--- config.mk ---
export PLATFORM = sky130hd
export DESIGN_NAME = por_seq
export DESIGN_NICKNAME = d
export VERILOG_FILES = /design/src/rtl/rseq_pkg.sv /design/src/rtl/rseq_sync.sv /design/src/rtl/rseq_timer.sv /design/src/rtl/rseq_decode.sv /design/src/rtl/por_seq.sv
export SDC_FILE = /design/constraint.sdc
export NUM_CORES = 1
export LEC_CHECK = 0
export BUFFER_PORTS_ARGS = -buffer_cell sky130_fd_sc_hd__buf_2
export CAP_MARGIN = 20
export CORE_ASPECT_RATIO = 1.4
export CORE_MARGIN = 3
export CORE_UTILIZATION = 35
export CTS_CLUSTER_SIZE = 28
export DETAILED_ROUTE_END_ITERATION = 8
export HOLD_SLACK_MARGIN = 0.12
export PLACE_DENSITY = 0.62
export SLEW_MARGIN = 20
export SYNTH_ARGS = -nofsm -noshare
export SYNTH_HDL_FRONTEND = slang
export SYNTH_SLANG_ARGS = --single-unit
--- constraint.sdc ---
create_clock -name clk_ref -period 2.5 [get_ports clk_ref]
set_clock_uncertainty 0.2 [all_clocks]
set_input_delay 0.25 -clock clk_ref [delete_from_list [all_inputs] [get_ports clk_ref]]
set_output_delay 0.25 -clock clk_ref [all_outputs]
set_load 0.005 [all_outputs]
--- src/rtl/rseq_pkg.sv ---
package rseq_pkg;

   typedef enum logic [2:0] {
      PH_HOLD   = 3'd1,
      PH_STAB   = 3'd2,
      PH_INIT_A = 3'd3,
      PH_INIT_B = 3'd4,
      PH_CLKUP  = 3'd5,
      PH_RUN    = 3'd6
   } phase_e;

   typedef struct packed {
      logic busy;
      logic cpu_rst_n;
      logic per_rst_n;
      logic mclk_en;
      logic dbg_ok;
   } ctl_s;

   function automatic int max2(input int a, input int b);
      return (a > b) ? a : b;
   endfunction

endpackage

--- src/rtl/rseq_sync.sv ---
module rseq_sync #(
   parameter int STAGES = 2
) (
   input  logic clk,
   input  logic arst_n,
   output logic rel
);
   logic [STAGES-1:0] q;

   generate
      if (STAGES < 2) begin : g_bad
         $error("rseq_sync: STAGES must be at least 2");
      end
   endgenerate

   always_ff @(posedge clk or negedge arst_n) begin
      if (!arst_n) q <= '0;
      else         q <= {q[STAGES-2:0], 1'b1};
   end

   assign rel = q[STAGES-1];
endmodule

--- src/rtl/rseq_timer.sv ---
module rseq_timer #(
   parameter int CW = 8
) (
   input  logic          clk,
   input  logic          arst_n,
   input  logic          clr,
   input  logic [CW-1:0] lim,
   output logic          tc
);
   logic [CW-1:0] cnt_q;

   always_ff @(posedge clk or negedge arst_n) begin
      if (!arst_n)  cnt_q <= '0;
      else if (clr) cnt_q <= '0;
      else          cnt_q <= cnt_q + 1'b1;
   end

   assign tc = (cnt_q == lim);
endmodule

--- src/rtl/rseq_decode.sv ---
module rseq_decode
   import rseq_pkg::*;
(
   input  phase_e ph,
   output ctl_s   ctl
);
   always_comb begin
      ctl = '0;
      unique case (ph)
         PH_INIT_A, PH_INIT_B: ctl.busy = 1'b1;
         PH_CLKUP: begin
            ctl.mclk_en = 1'b1;
            ctl.dbg_ok  = 1'b1;
         end
         PH_RUN: begin
            ctl.mclk_en   = 1'b1;
            ctl.dbg_ok    = 1'b1;
            ctl.cpu_rst_n = 1'b1;
            ctl.per_rst_n = 1'b1;
         end
         default: ctl = '0;
      endcase
   end
endmodule

--- src/rtl/por_seq.sv ---
module por_seq
   import rseq_pkg::*;
#(
   parameter int SYNC_STAGES = 2,
   parameter int STAB_CYC    = 255,
   parameter int INIT_A_CYC  = 1024,
   parameter int INIT_B_CYC  = 1024,
   parameter int START_CYC   = 16
) (
   input  logic       clk_ref,
   input  logic       rst_in_n,
   input  logic       mem_done_i,
   output logic       cpu_rst_n,
   output logic       per_rst_n,
   output logic       mclk_en,
   output logic       mem_busy,
   output logic       debug_allowed,
   output logic [2:0] phase_o
);
   localparam int MAXLEN = max2(max2(STAB_CYC, START_CYC), max2(INIT_A_CYC, INIT_B_CYC));
   localparam int CW     = max2(1, $clog2(MAXLEN));
   localparam logic [CW-1:0] LIM_STAB  = CW'(STAB_CYC - 1);
   localparam logic [CW-1:0] LIM_INITA = CW'(INIT_A_CYC - 1);
   localparam logic [CW-1:0] LIM_INITB = CW'(INIT_B_CYC - 1);
   localparam logic [CW-1:0] LIM_START = CW'(START_CYC - 1);

   generate
      if (STAB_CYC < 1 || INIT_A_CYC < 1 || INIT_B_CYC < 1 || START_CYC < 1) begin : g_bad_len
         $error("por_seq: every phase length must be at least one cycle");
      end
   endgenerate

   phase_e        phase_q, phase_d;
   logic          rel_s;
   logic          tc_s;
   logic          clr_s;
   logic [CW-1:0] lim_s;
   ctl_s          ctl_s_w;

   rseq_sync #(.STAGES(SYNC_STAGES)) u_sync (
      .clk    (clk_ref),
      .arst_n (rst_in_n),
      .rel    (rel_s)
   );

   always_comb begin
      unique case (phase_q)
         PH_STAB:   lim_s = LIM_STAB;
         PH_INIT_A: lim_s = LIM_INITA;
         PH_INIT_B: lim_s = LIM_INITB;
         PH_CLKUP:  lim_s = LIM_START;
         default:   lim_s = '0;
      endcase
   end

   always_comb begin
      phase_d = phase_q;
      unique case (phase_q)
         PH_HOLD:   if (rel_s) phase_d = PH_STAB;
         PH_STAB:   if (tc_s)  phase_d = PH_INIT_A;
         PH_INIT_A: begin
            if (mem_done_i) phase_d = PH_CLKUP;
            else if (tc_s)  phase_d = PH_INIT_B;
         end
         PH_INIT_B: if (mem_done_i || tc_s) phase_d = PH_CLKUP;
         PH_CLKUP:  if (tc_s)  phase_d = PH_RUN;
         PH_RUN:    phase_d = PH_RUN;
         default:   phase_d = PH_HOLD;
      endcase
   end

   assign clr_s = (phase_d != phase_q) || (phase_q == PH_HOLD) || (phase_q == PH_RUN);

   rseq_timer #(.CW(CW)) u_timer (
      .clk    (clk_ref),
      .arst_n (rst_in_n),
      .clr    (clr_s),
      .lim    (lim_s),
      .tc     (tc_s)
   );

   always_ff @(posedge clk_ref or negedge rst_in_n) begin
      if (!rst_in_n) phase_q <= PH_HOLD;
      else           phase_q <= phase_d;
   end

   rseq_decode u_dec (
      .ph  (phase_q),
      .ctl (ctl_s_w)
   );

   assign mem_busy      = ctl_s_w.busy;
   assign cpu_rst_n     = ctl_s_w.cpu_rst_n;
   assign per_rst_n     = ctl_s_w.per_rst_n;
   assign mclk_en       = ctl_s_w.mclk_en;
   assign debug_allowed = ctl_s_w.dbg_ok;
   assign phase_o       = phase_q;
endmodule

==> results of run 1 <==
registers in the layout, indices dropped and copies added, names as in the netlist:
| register | flops |
|---|---|
| u_sync.q | 2 |
| u_timer.cnt_q | 10 |
| phase_o | 3 |
worst paths after layout:
check | from | end | depth (start not counted)
worst max-delay path | u_timer.cnt_q[7] | phase_o[1] | 5
worst min-delay path | u_sync.q[0] | u_sync.q[1] | 0
worst max register to register | u_timer.cnt_q[7] | phase_o[1] | 5
worst min register to register | u_sync.q[0] | u_sync.q[1] | 0
max in group asynchronous | rst_in_n | phase_o[0] | 2
min in group asynchronous | rst_in_n | u_timer.cnt_q[4] | 2
cell families (layout without fill, tap and decap cells):
| family | after synthesis | after routing |
|---|---|---|
| and+or+nand+nor | 47 | 47 |
| AOI/OAI and AO/OA | 18 | 18 |
| DFF | 15 | 15 |
| xor gates and xnor gates | 8 | 8 |
| buffers and inverters | 8 | 21 |
| adders and majority gates | 1 | 1 |
| other | 1 | 1 |
layout make-up:
class	instances	area share [%]
Clock buffer	4	2.53
Inverter	3	1.08
Multi-Input combinational cell	75	47.8
Sequential cell	15	36.3
Tap cell	34	4.10
Timing Repair Buffer	14	8.19
placed cells by master, fill, tap and decap left out, drive strengths merged, types with 2 or more instances in the layout:
master | netlist | routed
a211oi | 2 | 2
a21oi | 3 | 3
and3 | 3 | 3
and4 | 2 | 2
buf | 3 | 12
clkbuf | 2 | 4
dfrtp | 14 | 14
dlygate4sd3 | 0 | 2
inv | 3 | 3
nand2 | 3 | 3
nand2b | 2 | 2
nand3 | 7 | 7
nand4 | 2 | 2
nor2 | 14 | 14
nor2b | 2 | 2
nor3 | 3 | 3
nor3b | 3 | 3
o21ai | 4 | 4
or4 | 2 | 2
xnor2 | 2 | 2
xor2 | 6 | 6
power groups by stage:
stage	clock, W	combinational (W)	sequential (W)
floorplan	0	0.000411	0.000329
global placement	0	0.000540	0.000354
detailed placement	0	0.000540	0.000355
CTS	0.000145	0.000545	0.000350
global route	0.000148	0.000609	0.000362
finish	0.000138	0.000543	0.000353
Yosys cell counts:
| cell type | n |
|---|---|
| dfrtp_1 | 14 |
| nor2_1 | 14 |
| nand3_1 | 7 |
| xor2_1 | 6 |
| a21oi_1 | 3 |
| and3_1 | 3 |
| inv_1 | 3 |
| nand2_1 | 3 |
| nor3_1 | 3 |
| nor3b_1 | 3 |
| a211oi_1 | 2 |
| and4_1 | 2 |
| buf_4 | 2 |
| clkbuf_1 | 2 |
| nand2b_1 | 2 |
| nand4_1 | 2 |
| nor2b_1 | 2 |
| o21ai_0 | 2 |
| o21ai_1 | 2 |
| or4_1 | 2 |
| xnor2_1 | 2 |
| a22o_2 | 1 |
| a22oi_4 | 1 |
| a2bb2oi_1 | 1 |
| a41o_1 | 1 |
| and3b_1 | 1 |
| buf_2 | 1 |
| conb_1 | 1 |
| dfstp_2 | 1 |
| ha_1 | 1 |
| nand3b_1 | 1 |
| nor4_1 | 1 |
| o2111ai_2 | 1 |
| o211ai_1 | 1 |
| o21a_1 | 1 |
| o22ai_2 | 1 |
| o41ai_1 | 1 |
| or3_4 | 1 |
stage by stage:
| step | total power, W | setup WS, ns |
|---|---|---|
| global route | 0.00112 | 0.0888 |
| floorplan | 0.000740 | 0.259 |
| CTS | 0.00104 | 0.181 |
| global placement | 0.000894 | 0.221 |
| finish | 0.00103 | 0.174 |
| detailed placement | 0.000895 | 0.191 |
worst max-delay path, stage by stage (launching register included):
cell      delay (ns)
dfrtp_1         0.41
or4_1           0.52
or3_4           0.35
a22oi_4         0.17
a211oi_1        0.09
or4_1           0.46
per-layer routing:
metal	part of all wire, %	vias up	routed length [um]
li1	-	378	-
met3	4.7	5	87
met4	1.9	0	35
met5	0	-	0
met2	51	25	948
met1	43	365	795
timing repair:
item / 4_1_cts / 5_1_grt
endpoints found under the hold margin: 16 / 0
setup buffers: 0 / 0
hold buffers: 2 / 0
==> impl_metrics.toml, run 1 <==
[placement]
gp_congestion = 0.870
portBuffers = 10
place_inst = 139
dpl_cell_area_um2 = 992
dp_hpwl_um = 1390

[worst_setup_path]
cp_max_fo = 4
worst_setup_path_start_kind = "flip-flop"
endpoint_kind = "flip-flop"
cp_data_required_time_ns = 2.46
crit_type = "reg -> reg"
arrival_ns = 2.29
regToRegSetupSlack_ns = 0.17

[power_and_ir_drop]
seqPwrFrac_pct = 34.1
power.internal_w = 0.000586
clkPwrFrac_pct = 13.3
p_comb_share_pct = 52.5
p_switching_w = 0.000447
power.density_nw_per_um2 = 995
p_sw_share_pct = 43.2
ir_worst_vdd_mv = 0.370
power.leakage_nw = 0.468

[global_route]
grt_pass1_wl_um = 3420
grt.met3_usage_pct = 3.39
grt_max_degree = 16
met2_usage_pct = 23.5
grt_pass1_vias = 796
grt.overflow.total = 0
grt_usage_pct = 13.7
top_usage_layer = "met2"
antenna_found_initial = 0
grtUsageMet1_pct = 15.6

[clock_tree]
clock_latency_ns = 0.28
ctsHtreeMaxLevel = 1
clkTransAtPathRegs_ns = 0.09
cts-resized-gates = 0
cts-root-buf = "clkbuf_4"
cts_tree = "yes"
cts_buffers = 3
cts_sinks = 15
clockBufferDepth = 2

[layout]
syn_to_final_growth_pct = 13.9
final_core_util_pct = 42.5
seqCellArea_um2 = 377
diodes = 0
multi_input_area_um2 = 497
final_nets = 116
drive_above_1_share_pct = 18.9
design_area_um2 = 1040
instances_no_fill = 145
fill_cells = 264

[logic_synthesis]
synth-xor-area-share_pct = 7.68
synth_compound_area_share_pct = 16.6
yosysWarningCount = 0
synthSimpleGateAreaFrac_pct = 28.4
netlist_top_cells_area = "dfrtp_1, nor2_1, xor2_1, nand3_1, dfstp_2"
synth-seq-area-share_pct = 41.3
netlist.area_leader.share_pct = 38.4
synth_top_family_by_area = "simple AND/OR/NAND/NOR gates"
syn_nets = 102
synthMuxAreaShare_pct = 0
synth.largest_area_cell = "dfrtp_1"
syn_avg_cell_area_um2 = 9.31
synthDistinctLibCells = 38
synth_cells = 98
synth_fa_ha_area_share_pct = 1.37
ys_ff_latch = 15
syn_area_um2 = 912

[routing]
ant_nets = 0
first_pass_iters = 4
vias = 773
via_per_inst = 5.33
drt_wl_total_um = 1870
drt_iter0_drc = 15
drc_errors = 0
wl_per_cell_um = 12.9

[floorplan]
die_h_um = 66.4
fp.coreArea_um2 = 2440
num_io_pins = 11
row_count = 21
initial_utilization_pct = 37.3
die_w_um = 49.1
dieArea_um2 = 3260

[sta]
rsz0062_at_grt = "false"
slew_viol_final = 0
setup_viol = 0
max_freq_mhz = 430
post-route-min-period_ns = 2.33
post-route-period-util_pct = 93.0
finalHoldViolCount = 0
timing.hold.ws_ns = 0.160
tns_ns = 0

[hold_path]
hp-class = "reg -> reg"

[job]
maxCapViolCount = 0

[outcome]
status = "complete, no violations"
Note: power is estimated with default switching activity, not from simulation.
==> inputs of run 2 (changes only) <==
==> constraint.sdc (replaced) <==
create_clock -name clk_ref -period 2.5 [get_ports clk_ref]
set_clock_uncertainty 0.2 [all_clocks]
set_input_delay 0.125 -clock clk_ref [delete_from_list [all_inputs] [get_ports clk_ref]]
set_output_delay 0.125 -clock clk_ref [all_outputs]
set_load 0.005 [all_outputs]
==> impl_metrics.toml, run 2 (synthesis results as in run 1) <==
[outcome]
status = "complete, no violations"

[layout]
largest_reg_flops = 10
final_cell_mix = "nor2_1, dfrtp_1, buf_2"
final_core_util_pct = 42.9
top_register = "u_timer.cnt_q"
fill_cells = 266
final_nets = 117
drive_above_1_share_pct = 18.8
instances_no_fill = 146
syn_to_final_growth_pct = 15.0
diodes = 0

[routing]
drc_errors = 0
ant_nets = 0
via_per_inst = 5.36
drt_wl_total_um = 1930
vias = 782
drt_iter0_drc = 26
wl_per_cell_um = 13.2
first_pass_iters = 4

[sta]
max_freq_mhz = 430
tns_ns = 0
finalHoldViolCount = 0
setup_viol = 0
max_slew.worst_pin.slew_ns = 0.629
rsz0062_at_grt = "false"
max-slew-margin-rel_pct = 57.9
post-route-period-util_pct = 93.1
post-route-min-period_ns = 2.33
finalWorstSetupSlack_ns = 0.172
slew_viol_final = 0

[clock_tree]
cts_sinks = 15
cts_buffers = 3
postCtsSetupRepairBufs = 0
cts-root-buf = "clkbuf_4"
clock_latency_ns = 0.28
clkTransAtPathRegs_ns = 0.09
clockBufferDepth = 2
ctsHtreeMaxLevel = 1
cts_tree = "yes"

[floorplan]
num_io_pins = 11
die_h_um = 66.4
die_w_um = 49.1
row_count = 21
fp.coreArea_um2 = 2440
dieArea_um2 = 3260
initial_utilization_pct = 37.3

[worst_setup_path]
r2r_start = "u_timer.cnt_q[7]"
startpoint = "u_timer.cnt_q[7]"
crit_type = "reg -> reg"
arrival_ns = 2.29
endpoint_kind = "flip-flop"
worst_setup_path_start_kind = "flip-flop"
cp_data_required_time_ns = 2.46
cp_max_fo = 4

[hold_path]
hp-class = "in -> async"

[global_route]
grt_usage_pct = 14.1
grt.overflow.total = 0
grt_max_degree = 15
grt_pass1_wl_um = 3500
antenna_found_initial = 0
grt_pass1_vias = 810

[job]
maxCapViolCount = 0

[placement]
place_ws_ns = 0.191
place_inst = 139
gp_congestion = 0.870
dp_hpwl_um = 1390
portBuffers = 10

[power_and_ir_drop]
ir_worst_vdd_mv = 0.371
power.leakage_nw = 0.472
power.density_nw_per_um2 = 988
==> run 2: changes by cell type in the layout (fill, tap and decap cells not counted), sizes merged <==
cell	change
dlygate4sd3	+1
==> run 2: critical path: stages (launching register included) <==
cell and delay, ns:
dfrtp_1 0.41, or4_1 0.52, or3_4 0.35, a22oi_4 0.17
a211oi_1 0.09, or4_1 0.46
==> run 2: layout make-up <==
type                    count  area, um^2  share of cell area (%)
multi-input cells          75         497                    47.4
inverters                   3        11.3                    1.07
well taps                  34        42.5                    4.06
flip-flops and latches     15         377                    35.9
clock buffers               4        26.3                    2.51
repair buffers             15        95.1                    9.07
==> run 2: final timing paths <==
check	end	slack (ns)	cells past startpoint
max in group asynchronous	phase_o[1]	0.93	3
worst min register to register	u_sync.q[1]	0.16	0
worst min-delay path	phase_o[0]	0.13	2
min in group clk_ref	u_sync.q[1]	0.16	0
worst max-delay path	phase_o[1]	0.17	5
worst max register to register	phase_o[1]	0.17	5
==> run 2: stage by stage <==
step                hold slack (ns)  total power, W  instance area (um^2)
global route                  0.147         0.00112                  1050
CTS                           0.128         0.00104                  1050
floorplan                    -0.371        0.000740                   912
finish                        0.128         0.00104                  1050
global placement             -0.157        0.000894                   992
detailed placement           -0.149        0.000895                   992
==> run 2: metal layers <==
layer / GRT usage (%) / share of wire (%) / vias to the layer above
met5: 0 / 0 / -
met4: 6.76 / 1.8 / 0
met3: 3.39 / 4.5 / 5
met2: 25.3 / 52 / 23
met1: 15.3 / 42 / 374
li1: - / - / 380
==> run 2: repair_timing <==
item                                   in CTS  in global routing
gates resized for setup                     0                  0
endpoints found under the hold margin      17                  0
hold buffers                                3                  0
==> run 2: where the power goes <==
| part | switching [W] | total, W | internal, W |
|---|---|---|---|
| registers | 0.0000665 | 0.000353 | 0.000286 |
| clock network | 0.0000768 | 0.000139 | 0.0000620 |
| logic | 0.000306 | 0.000545 | 0.000239 |
==> inputs of run 3 (changes only) <==
--- a/config.mk
+++ b/config.mk
@@ -10,10 +10,12 @@
 export CORE_ASPECT_RATIO = 1.4
 export CORE_MARGIN = 3
 export CORE_UTILIZATION = 35
+export CTS_BUF_LIST = sky130_fd_sc_hd__clkbuf_16
 export CTS_CLUSTER_SIZE = 28
 export DETAILED_ROUTE_END_ITERATION = 8
 export HOLD_SLACK_MARGIN = 0.12
 export PLACE_DENSITY = 0.62
+export RECOVER_POWER = 25
 export SLEW_MARGIN = 20
 export SYNTH_ARGS = -nofsm -noshare
 export SYNTH_HDL_FRONTEND = slang
==> impl_metrics.toml, run 3 (synthesis results as in run 1) <==
[global_route]
antenna_found_initial = 0
grt_pass1_vias = 811
grt.overflow.total = 0
grt_usage_pct = 14.1
grt_pass1_wl_um = 3510
grt_max_degree = 16

[routing]
via_per_inst = 5.32
drc_errors = 0
drt_iter0_drc = 21
first_pass_iters = 4
vias = 771
drt_wl_total_um = 1900
ant_nets = 0
wl_per_cell_um = 13.1

[worst_setup_path]
cp_max_fo = 6
crit_type = "reg -> reg"
r2r_start = "u_timer.cnt_q[4]"
endpoint_kind = "flip-flop"
arrival_ns = 2.24
worst_r2r_path_depth = 5
cp_data_required_time_ns = 2.41
startpoint = "u_timer.cnt_q[4]"
r2r-end = "phase_o[1]"
worst_setup_path_start_kind = "flip-flop"
regToRegSetupSlack_ns = 0.17

[clock_tree]
cts_buffers = 3
ctsHtreeMaxLevel = 1
cts_sinks = 15
postCtsSetupRepairBufs = 0
cts-root-buf = "clkbuf_16"
clkTransAtPathRegs_ns = 0.05
clockBufferDepth = 2
clock_latency_ns = 0.24
cts_tree = "yes"

[floorplan]
initial_utilization_pct = 37.3
fp.coreArea_um2 = 2440
die_h_um = 66.4
num_io_pins = 11
die_w_um = 49.1
row_count = 21
dieArea_um2 = 3260

[hold_path]
hp-class = "reg -> reg"
hold_path_end = "u_sync.q[1]"
hold_start = "u_sync.q[0]"
whs_path_depth = 0

[sta]
setup_viol = 0
slew_viol_final = 0
rsz0062_at_grt = "false"
tns_ns = 0
finalHoldViolCount = 0
max_freq_mhz = 430
post-route-min-period_ns = 2.33
max_slew.worst_pin.slew_ns = 0.823
max-slew-margin-rel_pct = 45.1
post-route-period-util_pct = 93.1

[layout]
drive_above_1_share_pct = 18.0
top_register = "u_timer.cnt_q"
final_cell_mix = "nor2_1, dfrtp_1, buf_2"
diodes = 0
syn_to_final_growth_pct = 19.5
design_area_um2 = 1090
largest_reg_flops = 10
final_core_util_pct = 44.6
final_nets = 116

[power_and_ir_drop]
power.leakage_nw = 0.493
total_power_w = 0.00120
power.density_nw_per_um2 = 1100
ir_worst_vdd_mv = 0.394

[outcome]
status = "complete, no violations"

[job]
maxCapViolCount = 0

[placement]
portBuffers = 10
gp_congestion = 0.870
dpl_cell_area_um2 = 992
dp_hpwl_um = 1390
==> run 3: layer usage <==
layer,vias to the layer above,global-route usage [%],wire length [um]
li1,377,-,-
met2,16,24.5,989
met1,373,15.7,790
met4,0,8.54,40
met3,5,2.71,74
met5,-,0,0
==> run 3: worst max path at each step <==
stage	end	cells past startpoint
2_1_floorplan	phase_o[1]	6
4_1_cts	phase_o[1]	5
5_1_grt	phase_o[1]	5
6_report	phase_o[1]	5
3_3_place_gp	phase_o[1]	5
3_5_place_dp	phase_o[1]	5
==> run 3: layout make-up <==
cell class | instances | area (um^2)
Clock inverter | 1 | 3.75
Inverter | 3 | 11.3
Clock buffer | 3 | 75.1
Timing Repair Buffer | 14 | 83.8
Sequential cell | 15 | 377
Multi-Input combinational cell | 75 | 497
Fill cell | 260 | 1350
Tap cell | 34 | 42.5
==> run 3: through the flow <==
| stage | worst slack [ns] | instances | hold WS [ns] |
|---|---|---|---|
| after global placement | 0.221 | 139 | -0.157 |
| after CTS | 0.179 | 145 | 0.128 |
| after detailed placement | 0.191 | 139 | -0.149 |
| after global routing | 0.0722 | 145 | 0.163 |
| after floorplan | 0.259 | 98 | -0.371 |
| final | 0.173 | 145 | 0.147 |
==> run 3: worst max-delay path, stage by stage (launching register included) <==
cell      delay, ns
dfrtp_1        0.43
or4_1          0.48
or3_4          0.35
a22oi_4        0.17
a211oi_1       0.10
or4_1          0.46
==> run 3: timing repair <==
item / in CTS / in global routing
hold buffers: 2 / 0
resized for setup: 0 / 0
endpoints found under the hold margin: 16 / 0
==> run 3: power breakdown <==
part | internal, W | switching (W) | total [W]
logic | 0.000238 | 0.000302 | 0.000540
registers | 0.000287 | 0.0000670 | 0.000354
clock network | 0.000211 | 0.0000898 | 0.000301
total | 0.000736 | 0.000459 | 0.00120
